**config.mk**
```make
export PLATFORM = sky130hd
export DESIGN_NAME = onehot_ring_counter
export DESIGN_NICKNAME = d
export VERILOG_FILES = /design/src/rtl/onehot_ring_counter.sv
export SDC_FILE = /design/constraint.sdc
export NUM_CORES = 1
export LEC_CHECK = 0
export BUFFER_PORTS_ARGS = -buffer_cell sky130_fd_sc_hd__buf_2
export CORE_AREA = 2 2 39 41
export CTS_CLUSTER_SIZE = 12
export DETAILED_ROUTE_END_ITERATION = 12
export DIE_AREA = 0 0 41 43
export GPL_ROUTABILITY_DRIVEN = 0
export PLACE_DENSITY = 0.68
export SLEW_MARGIN = 0
export SYNTH_ARGS = -nofsm -noshare
export SYNTH_HDL_FRONTEND = slang
export SYNTH_SLANG_ARGS = --single-unit
```
**constraint.sdc**
```tcl
create_clock -name clk -period 3.05 [get_ports clk]
set_input_delay 0.4575 -clock clk [delete_from_list [all_inputs] [get_ports clk]]
set_output_delay 0.4575 -clock clk [all_outputs]
set_load 0.005 [all_outputs]
```
**src/rtl/onehot_ring_counter.sv**
```systemverilog
module onehot_ring_counter #(
  parameter int WIDTH = 8,
  parameter int SLICE = 4
) (
  input  logic             clk,
  input  logic             rst,
  input  logic             en,
  input  logic             load,
  input  logic [WIDTH-1:0] load_data,
  input  logic             corr_en,
  output logic [WIDTH-1:0] q,
  output logic             one_hot_valid
);
  localparam int NSLICE = WIDTH / SLICE;

  logic             fb;
  logic [WIDTH-1:0] shifted;
  logic [SLICE-1:0] stg [NSLICE];

  assign fb      = corr_en ? ~|q[WIDTH-2:0] : q[WIDTH-1];
  assign shifted = {q[WIDTH-2:0], fb};

  for (genvar g = 0; g < NSLICE; g++) begin : g_slice
    localparam int LO = g * SLICE;
    localparam logic [SLICE-1:0] RST_V = (g == 0) ? SLICE'(1) : '0;

    always_ff @(posedge clk) begin
      if (rst)       stg[g] <= RST_V;
      else if (load) stg[g] <= load_data[LO +: SLICE];
      else if (en)   stg[g] <= shifted[LO +: SLICE];
    end

    assign q[LO +: SLICE] = stg[g];
  end

  assign one_hot_valid = (q != '0) && ((q & (q - 1'b1)) == '0);
endmodule


```
==> results.txt, run 1 <==
- The worst setup path is launched from a register.
* Proportion of netlist area held by the largest area contributor: 0.455
* Relative contribution of the clock network to total power: 0.278
- The tightest min-delay check is of the in2reg type.
- Reg area: 240 um^2
- Using the TritonRoute via totals, the vias-per-cell ratio works out to 5.17.
- The worst setup path is of the reg2out kind.
* Overall die area: 1760 um^2
* Number of resized instances in the post-cts repair step: 0
- Excluding fillers, the count of instances in the completed layout stands at 96.
- Final Total Pwr: 274 uW
* Total leakage power: 0.000281 uW
- Between clock sinks in the finished design, the worst skew comes to 0.000852 ns.
* TritonCTS Sinks: 8
* FILL cells: 139
- Worst ir drop on vdd: 0.210 mV
* CTS Hold Bufs: 0
* Internal: 203 uW
- Clock-pin slew was measured on the worst setup and hold paths at 0.05 ns.
- TritonCTS clock tree: done
- The die is 43 um tall.
- The initial antenna violation count came to 0.
- For this run, the leading register cell type out of synthesis is sky130_fd_sc_hd__edfxtp_1.
* Final setup violating endpoints: 0
- The top cell types in the final layout, fill and taps aside, are sky130_fd_sc_hd__buf_2 (21), sky130_fd_sc_hd__nor2_1 (16), sky130_fd_sc_hd__edfxtp_1 (8).
* Switch share: 0.258
- Total Neg Setup Slack: 0 ns
- After synthesis the cells add up to 528 um^2.
* Required arrival time at the worst endpoint: 2.59 ns
* Max-capacitance violation count: 0
- The worst setup path is captured at a primary output.
* Async set-or-reset flop fraction in the synthesized netlist: 0
- Counting the buffers created by CTS gives 3.
* Sequential element share of the synthesized area: 0.455
- Status: finished clean
- Leading cell type in the layout, fill and taps excluded: sky130_fd_sc_hd__buf_2
- Flip-flop count of the largest register after layout: 8
* Final routed wirelength across all metal layers: 1090 um
* Half-perimeter wire length after detailed placement: 807 um
- Register with the highest flop count: stg
- In this run the tool buffered the top-level ports with 21 buffer cells.
- Number of diodes added for antenna fixing: 0
- Final net count: 95
- Global routing finished with a remaining overflow of 0.
- The die is 41 um wide.
* Ratio of cells with drive above 1 in the final layout: 0.338
- Detail Route Antenna Nets: 0
- F_max: 456 MHz
- Maximum fanout along the worst path: 4
- Setup repair after global routing missed its margin: no
- Initial Utilization: 0.382
* Clock H-tree levels: 1
- When the netlist entered floorplanning its net count stood at 73.
- In this run, distinct cell masters in the synthesized netlist total 21.
* Pin count of the biggest net entering global routing: 19
- Data arrives at the worst endpoint at 1.74 ns.
- Hold violation total from the final report: 0
* Instance count of the mapped netlist: 60
* Top cells by area in the synthesized netlist: sky130_fd_sc_hd__edfxtp_1 (45%), sky130_fd_sc_hd__nor2_1 (11%), sky130_fd_sc_hd__a21oi_1 (6.6%), sky130_fd_sc_hd__nand2_1 (5.0%), sky130_fd_sc_hd__nor4_4 (4.0%)
* Total number of yosys warnings: 0
- Share of the clock period used by the worst path after layout: 0.719
* Biggest area consumer among synthesized cells: sky130_fd_sc_hd__edfxtp_1
- Row Count: 14
- Number of enable-type register cells in the synthesized netlist: 8
* Max transition margin: 0.774
- DRC violation count after routing: 0
- Clock tree root buffer cell: sky130_fd_sc_hd__clkbuf_4
- Area growth from synthesis to layout: 24.9%
- Average wire length per cell after detail routing: 11.4 um
* Total instance count after detailed placement: 93
- A synthesized cell averages 8.80 um^2.
- The largest registers in the layout are stg x8.
- Synthesis inferred 8 register bits.
- Slew of the pin with the lowest slew margin: 0.336 ns
- Global-route wire length before repair: 1620 um
- Summing over every cut layer, the via total after detailed routing is 496.
* Power per cell area: 415 nW/um^2
- Post-CTS timing repair inserted 0 buffers for setup.
- The first routing iteration left 7 violations.
* Register-to-Register Setup Slack: 1.71 ns
- The via count of the first global-routing pass is 391.
- For this run, the total global-route usage over all layers was measured as 0.139.
- Worst skew pair latency: 0.24 ns
- Flop pwr share: 0.528
* Multi-input gate area in the final layout: 268 um^2
* Net switching power: 70.7 uW
* # IOs: 22
* Number of pins exceeding their max-slew limit in the final report: 0
- The first detailed-routing pass took 4 iterations.
* Final critical-path required period: 2.19 ns
* Combinational fraction of design power: 0.194
* Placeable Area: 1380 um^2
- The clock passes through at most 2 buffers.
## per-layer routing
layer	up-vias	wire length, um	GRT usage
met4	0	25	0.100
li1	255	-	-
met2	20	497	0.188
met1	217	497	0.186
met3	4	71	0.0314
met5	-	0	0
## power by group through the flow
stage | Combinational, uW | Sequential (uW) | Clock [uW]
6_report | 53.3 | 145 | 76.1
5_1_grt | 61.2 | 146 | 81.9
4_1_cts | 53.7 | 145 | 78.1
3_5_place_dp | 53.3 | 147 | 0
3_3_place_gp | 53.4 | 146 | 0
2_1_floorplan | 32.0 | 145 | 0
## cells in the mapped netlist, drive strengths merged, types with 2 or more instances
cell type  instances
or3                2
nor3               2
nor2              16
nand4b             2
edfxtp             8
a21oi              7
nand2              7
clkbuf             3
## layout make-up
class	instances	area share
Multi-Input combinational cell	47	0.406
Sequential cell	8	0.364
Timing Repair Buffer	21	0.159
Clock buffer	3	0.0342
Tap cell	16	0.0304
Inverter	1	0.00569
## worst paths after layout
path,endpoint,start,depth (start not counted)
worst max register to register,stg[0][0]$_DFFE_PP_,stg[0][0]$_DFFE_PP_,3
worst min register to register,stg[1][3]$_SDFFCE_PN0P_,stg[1][2]$_SDFFCE_PN0P_,4
worst max-delay path,one_hot_valid,stg[0][0]$_DFFE_PP_,5
worst min-delay path,stg[1][0]$_SDFFCE_PN0P_,load_data[4],3
## through the flow
stage,hold WS [ns],instance area [um^2],setup WS (ns),util
floorplan,0.676,528,1.26,-
global placement,0.767,637,1.16,0.460
detailed placement,0.771,637,1.11,0.460
CTS,0.519,659,0.837,0.476
global route,0.532,659,0.711,0.476
finish,0.521,659,0.857,0.476
## critical path: stages (launching register included)
cell,delay (ns)
sky130_fd_sc_hd__edfxtp_1,0.45
sky130_fd_sc_hd__nor4_4,0.41
sky130_fd_sc_hd__xor2_1,0.11
sky130_fd_sc_hd__o41ai_1,0.25
sky130_fd_sc_hd__o22a_1,0.16
sky130_fd_sc_hd__buf_2,0.10
## kinds of logic (layout without fill, tap and decap cells)
logic type                 Yosys count  count (layout)  synth area share
AOI/OAI and AO/OA                   11              11             0.140
xor gates and xnor gates             1               1            0.0166
adders and majority gates            1               1            0.0190
buffers and inverters                5              25            0.0379
DFF                                  8               8             0.455
and+or+nand+nor                     34              34             0.332
Power figures use the tool's default switching activity.
==> inputs of run 2 (changes only) <==
==> constraint.sdc (replaced) <==
create_clock -name clk -period 2.3 [get_ports clk]
set_input_delay 0.345 -clock clk [delete_from_list [all_inputs] [get_ports clk]]
set_output_delay 0.345 -clock clk [all_outputs]
set_load 0.005 [all_outputs]
==> run 2 against run 1 <==
Non-clock buffer count unchanged. Register-to-register slack got worse by 0.75 ns. Hold slack got worse by 0.12 ns. Design area unchanged. Critical path depth unchanged. Worst setup slack got worse by 0.63 ns. Sequential power increased by 32%. First-iteration DRC count increased to 2.9 times the previous value. Critical endpoint unchanged. Largest cell class unchanged. Largest power group unchanged.
==> results.txt, run 2 (synthesis gave the netlist of run 1 again) <==
* Maximum fanout along the worst path: 5
- The register with the most flip-flops in the layout has 8 of them.
* Worst ir drop on vdd: 0.183 mV
- The floorplan step set the die height to 43 um.
* CTS Hold Bufs: 0
* Setup repair after global routing missed its margin: no
* IO buf count: 21
- Number of pins exceeding their max-slew limit in the final report: 0
* Global-route wire length before repair: 1660 um
* Slew of the pin with the lowest slew margin: 0.331 ns
- Buffers inserted by post-CTS timing repair: 0
- Summed over all layers, the global routing overflow is 0.
- Share of the clock period used by the worst path after layout: 0.903
- CTS saw 8 sinks.
- On the worst path, the slowest cell contributes a delay of 0.47 ns.
* Hold crit path type: in2reg
* Placeable Area: 1380 um^2
* Worst Slack Setup Final: 0.223 ns
- For this run, design rule violations remaining after detail routing come to 0.
- Leading cell type in the layout, fill and taps excluded: sky130_fd_sc_hd__buf_2
* Average vias per placed instance: 5.26
- # IOs: 22
- Initial Utilization: 0.382
- In the global route stage, overall resource usage came out at 0.140.
- Clock H-tree levels: 1
* Total leakage power: 0.000281 uW
* F_max: 482 MHz
- Final Total Pwr: 365 uW
- For the final routed database, the setup TNS stands at 0 ns.
- In this run the register-to-register setup slack is 0.96 ns.
- Critical-path cell with the highest stage delay: sky130_fd_sc_hd__edfxtp_1
- Max transition margin: 0.777
- Required arrival time at the worst endpoint: 1.96 ns
- Total vias in the final route: 505
- Layout Skew: 0.00290 ns
* Number of resized instances in the post-cts repair step: 0
- Final setup violating endpoints: 0
* Pin count of the biggest net entering global routing: 19
- The initialized floorplan defines 14 standard-cell rows.
- Number of diodes added for antenna fixing: 0
- Kind of start point of the critical path: register
- Hold violation total from the final report: 0
- After detailed routing, the average wire length per cell comes to 11.3 um.
- Final critical-path required period: 2.08 ns
- TritonCTS built the clock tree.
- Area growth from synthesis to layout: 24.9%
- The initial antenna violation count came to 0.
- Data arrives at the worst endpoint at 1.73 ns.
- Clock tree root buffer cell: sky130_fd_sc_hd__clkbuf_4
- Max-capacitance violation count: 0
- The setup path with the least slack is of type reg2out.
- Status: finished clean
- The top cell types in the final layout, fill and taps aside, are sky130_fd_sc_hd__buf_2 (21), sky130_fd_sc_hd__nor2_1 (16), sky130_fd_sc_hd__edfxtp_1 (8).
* Worst skew pair latency: 0.25 ns
- The first detailed-routing pass ran for 4 iterations.
- Iteration-0 DRC count of the detailed router: 20
- In the final layout, the share of cells above drive strength 1 is 0.338.
* Worst Setup End Kind: primary output
- Detail Route Antenna Nets: 0
* Clock transition at the register clock pins on the worst setup and hold paths after CTS: 0.05 ns
- stg holds more flip-flops than any other register.
- TritonCTS created 3 clock buffers.
- The final layout contains routed wiring with a total length of 1090 um.
- Largest registers: stg x8
* Half-perimeter wire length after detailed placement: 802 um
- The die covers 1760 um^2.
- The critical path goes through nor4_4 > xor2_1 > o41ai_1 > o22a_1 > buf_2.
- The via count of the first global-routing pass is 399.
* Pre-CTS WS: 0.479 ns
* Maximum buffer depth of the clock tree: 2
- Measured along the x axis, the die boundary spans 41 um.
- Power spread over the standard cell area amounts to 553 nW/um^2.
- Counting the fill cells in the layout gives 145.
- At the end of the flow, the number of nets in the layout was 95.
run 2: cell counts in the layout (fill, tap and decap cells not counted):
No cell type changed its count.
run 2: worst paths after layout:
kind,startpoint,end,depth (start not counted)
worst max-delay path,stg[0][1]$_DFFE_PP_,one_hot_valid,5
worst min register to register,stg[1][2]$_SDFFCE_PN0P_,stg[1][3]$_SDFFCE_PN0P_,4
worst min-delay path,load_data[4],stg[1][0]$_SDFFCE_PN0P_,3
worst max register to register,stg[0][1]$_DFFE_PP_,stg[0][0]$_DFFE_PP_,3
run 2: metrics by stage:
| step | utilization | hold WS, ns | instances | cell area (um^2) |
|---|---|---|---|---|
| 6_report | 0.476 | 0.405 | 96 | 659 |
| 5_1_grt | 0.476 | 0.418 | 96 | 659 |
| 4_1_cts | 0.476 | 0.403 | 96 | 659 |
| 3_5_place_dp | 0.460 | 0.655 | 93 | 637 |
| 3_3_place_gp | 0.460 | 0.655 | 93 | 637 |
| 2_1_floorplan | - | 0.563 | 60 | 528 |
run 2: routing by layer:
metal  up-vias  wire length, um  share of wire  GRT usage
li1        257                -              -          -
met5         -                0              0          0
met3         2              111           0.10     0.0314
met1       217              453           0.42      0.193
met4         0               11          0.010     0.0800
met2        29              511           0.47      0.194
run 2: area by class of cell:
class                   count  area (um^2)  area share
multi-input cells          47          268       0.406
flip-flops and latches      8          240       0.364
repair buffers             21          105       0.159
clock buffers               3         22.5      0.0342
well taps                  16         20.0      0.0304
inverters                   1         3.75     0.00569
run 2: power breakdown:
| part | switching (uW) | internal, uW |
|---|---|---|
| sequential | 17.6 | 174 |
| clock | 42.7 | 59.4 |
| combinational | 34.6 | 36.1 |
run 2: worst max-delay path, delay by kind of cell, from the launching register on:
family | cells | cell delay, ns
DFF | 1 | 0.47
AOI/OAI and AO/OA | 2 | 0.41
and+or+nand+nor | 1 | 0.39
xor gates and xnor gates | 1 | 0.11
buffers and inverters | 1 | 0.10
==> inputs of run 3 (changes only) <==
--- a/config.mk
+++ b/config.mk
@@ -5,8 +5,9 @@
 export SDC_FILE = /design/constraint.sdc
 export NUM_CORES = 1
 export LEC_CHECK = 0
-export BUFFER_PORTS_ARGS = -buffer_cell sky130_fd_sc_hd__buf_2
+export BUFFER_PORTS_ARGS = -buffer_cell sky130_fd_sc_hd__clkbuf_2
 export CORE_AREA = 2 2 39 41
+export CTS_BUF_LIST = sky130_fd_sc_hd__clkbuf_8
 export CTS_CLUSTER_SIZE = 12
 export DETAILED_ROUTE_END_ITERATION = 12
 export DIE_AREA = 0 0 41 43
==> run 3 against run 2 <==
Sequential cell count did not move. Critical path depth unchanged. Sequential share of layout area down 1.0 points. Clock power up 62%. Final cell count is the same. Non-clock buffer count stayed put. Combinational power shrank 1%. Count of clock-buffer cells in the layout unchanged. First-iteration DRC count decreased by 70%. Highest routed layer unchanged.
==> results.txt, run 3 (synthesis gave the netlist of run 1 again) <==
- Across the VDD grid, the largest voltage drop is 0.321 mV.
- Routed met2 length: 473 um
- Flip-flop count of the largest register after layout: 8
- Maximum fanout along the worst path: 5
- In this run the vertical extent of the chip is 43 um.
* Top layer reached by signal wires: met4
* TritonCTS Sinks: 8
- The worst setup path is launched from a register.
- The floorplan step defined a die boundary enclosing 1760 um^2.
* Worst Setup End Kind: primary output
- Dividing the final minimum period by the clock period gives 0.894.
* Register-to-Register Setup Slack: 0.96 ns
- The worst setup path is of the reg2out kind.
- The placed instances occupy a cell area of 637 um^2.
- For the pin with the worst max-slew slack, the measured transition is 0.323 ns.
- The number of hold violations in the final report was 0.
* Number of diodes added for antenna fixing: 0
- Status: finished clean
* Total Neg Setup Slack: 0 ns
* Width of the die: 41 um
* Iteration-0 DRC count of the detailed router: 6
* Power per cell area: 630 nW/um^2
- Hold repair after CTS inserted 0 buffers.
- Wire length on met3: 59 um
- Final setup violating endpoints: 0
- Final critical-path required period: 2.06 ns
* Hold Path Cell Cnt: 3
- The initial utilization of the core area, before any placement, comes to 0.382.
- Detail Route Antenna Nets: 0
* Global-route wire length before repair: 1590 um
- In this run the count of I/O pins placed on the die edge is 22.
- In this run the critical register-to-register path is launched from stg[0][1]$_DFFE_PP_.
* Area growth from synthesis to layout: 28.4%
- Final net count: 95
- Data arrives at the worst endpoint at 1.71 ns.
- In this run the tool buffered the top-level ports with 21 buffer cells.
- Total routing usage reported by global routing: 0.139
* Max-capacitance violation count: 0
- Number of buffers created by CTS: 3
- The floorplan has 14 rows.
* Number of global-route vias before repair: 368
- Commonest non-fill, non-tap cells in the layout: sky130_fd_sc_hd__clkbuf_2 (21), sky130_fd_sc_hd__nor2_1 (16), sky130_fd_sc_hd__edfxtp_1 (8)
* Final routed wirelength across all metal layers: 1090 um
- Total vias in the final route: 489
- After clock tree synthesis, the repair step resized 0 gates.
- In the final layout, the share of cells above drive strength 1 is 0.338.
* Maximum buffer depth of the clock tree: 2
- Measured in cells, the most critical reg-to-reg path has a length of 3.
- Hold Path Sink: stg[1][1]$_SDFFCE_PN0P_
- The final max-slew violation count was 0.
- Leading cell type in the layout, fill and taps excluded: sky130_fd_sc_hd__clkbuf_2
* Half-perimeter wire length after detailed placement: 776 um
- Clock tree root buffer cell: sky130_fd_sc_hd__clkbuf_8
- Total iterations of the first detailed-routing run: 4
* Average wire length per cell after detail routing: 11.3 um
- Layout Skew: 0.00276 ns
* Worst skew pair latency: 0.22 ns
- Clock H-tree levels: 1
- Reg-to-Reg End: stg[0][0]$_DFFE_PP_
- Counting flops per register, the top entry is stg.
- DRC violation count after routing: 0
- Clock transition at the register clock pins on the worst setup and hold paths after CTS: 0.04 ns
- Antenna violations before repair: 0
- Final design instance area without fill: 678 um^2
* TritonCTS clock tree: done
- The worst hold path belongs to the class in2reg.
- Routed metal-1 wire length: 545 um
- Average vias per placed instance: 5.09
* F_max: 486 MHz
* Buffers inserted by post-CTS timing repair: 0
- In the final layout, the registers with the most flip-flops are stg x8.
* Total leakage power: 0.000289 uW
* Final cell utilization of the core: 0.490
- The startpoint identified for the worst hold timing path is load_data[5].
- Required arrival time at the worst endpoint: 1.96 ns
- The worst pin sits at a relative slew slack of 0.783.
- Setup repair after global routing left no endpoint under its margin.
- Entering global routing, the biggest net connects 19 pins.
* Final global-route overflow total: 0
- The core region is 1380 um^2.
==> run 3: per-layer routing <==
metal | vias to the layer above | global-route usage
li1 | 256 | -
met1 | 215 | 0.207
met2 | 16 | 0.159
met3 | 2 | 0.0314
met4 | 0 | 0.120
met5 | - | 0
==> run 3: metrics by stage <==
step | hold slack (ns) | cells | worst slack (ns) | power, uW
after detailed placement | 0.657 | 93 | 0.477 | 266
after CTS | 0.428 | 96 | 0.227 | 431
after global placement | 0.656 | 93 | 0.513 | 265
after global routing | 0.433 | 96 | 0.0966 | 451
final | 0.431 | 96 | 0.243 | 427
after floorplan | 0.563 | 60 | 0.623 | 235
==> run 3: how the worst max path moves through the flow <==
stage | from | endpoint | slack [ns] | depth (start not counted)
6_report | stg[0][1]$_DFFE_PP_ | one_hot_valid | 0.24 | 5
5_1_grt | stg[0][0]$_DFFE_PP_ | one_hot_valid | 0.1 | 5
4_1_cts | stg[0][0]$_DFFE_PP_ | one_hot_valid | 0.23 | 5
3_5_place_dp | stg[0][0]$_DFFE_PP_ | one_hot_valid | 0.48 | 5
3_3_place_gp | stg[0][1]$_DFFE_PP_ | one_hot_valid | 0.51 | 5
2_1_floorplan | stg[0][0]$_DFFE_PP_ | one_hot_valid | 0.62 | 4
==> run 3: worst max-delay path, cell delays in order (launching register included) <==
cell,delay [ns]
sky130_fd_sc_hd__edfxtp_1,0.47
sky130_fd_sc_hd__nor4_4,0.39
sky130_fd_sc_hd__xor2_1,0.11
sky130_fd_sc_hd__o41ai_1,0.25
sky130_fd_sc_hd__o22a_1,0.16
sky130_fd_sc_hd__clkbuf_2,0.10
==> run 3: power by group <==
part | internal (uW) | total [uW] | switching, uW
logic | 35.9 | 69.9 | 34.0
clock network | 113 | 165 | 51.5
registers | 175 | 193 | 18.0
==> run 3: cell type report <==
| type | count | area (um^2) |
|---|---|---|
| Sequential cell | 8 | 240 |
| Fill cell | 150 | 706 |
| Multi-Input combinational cell | 47 | 268 |
| Timing Repair Buffer | 21 | 105 |
| Inverter | 1 | 3.75 |
| Tap cell | 16 | 20.0 |
| Clock buffer | 3 | 41.3 |
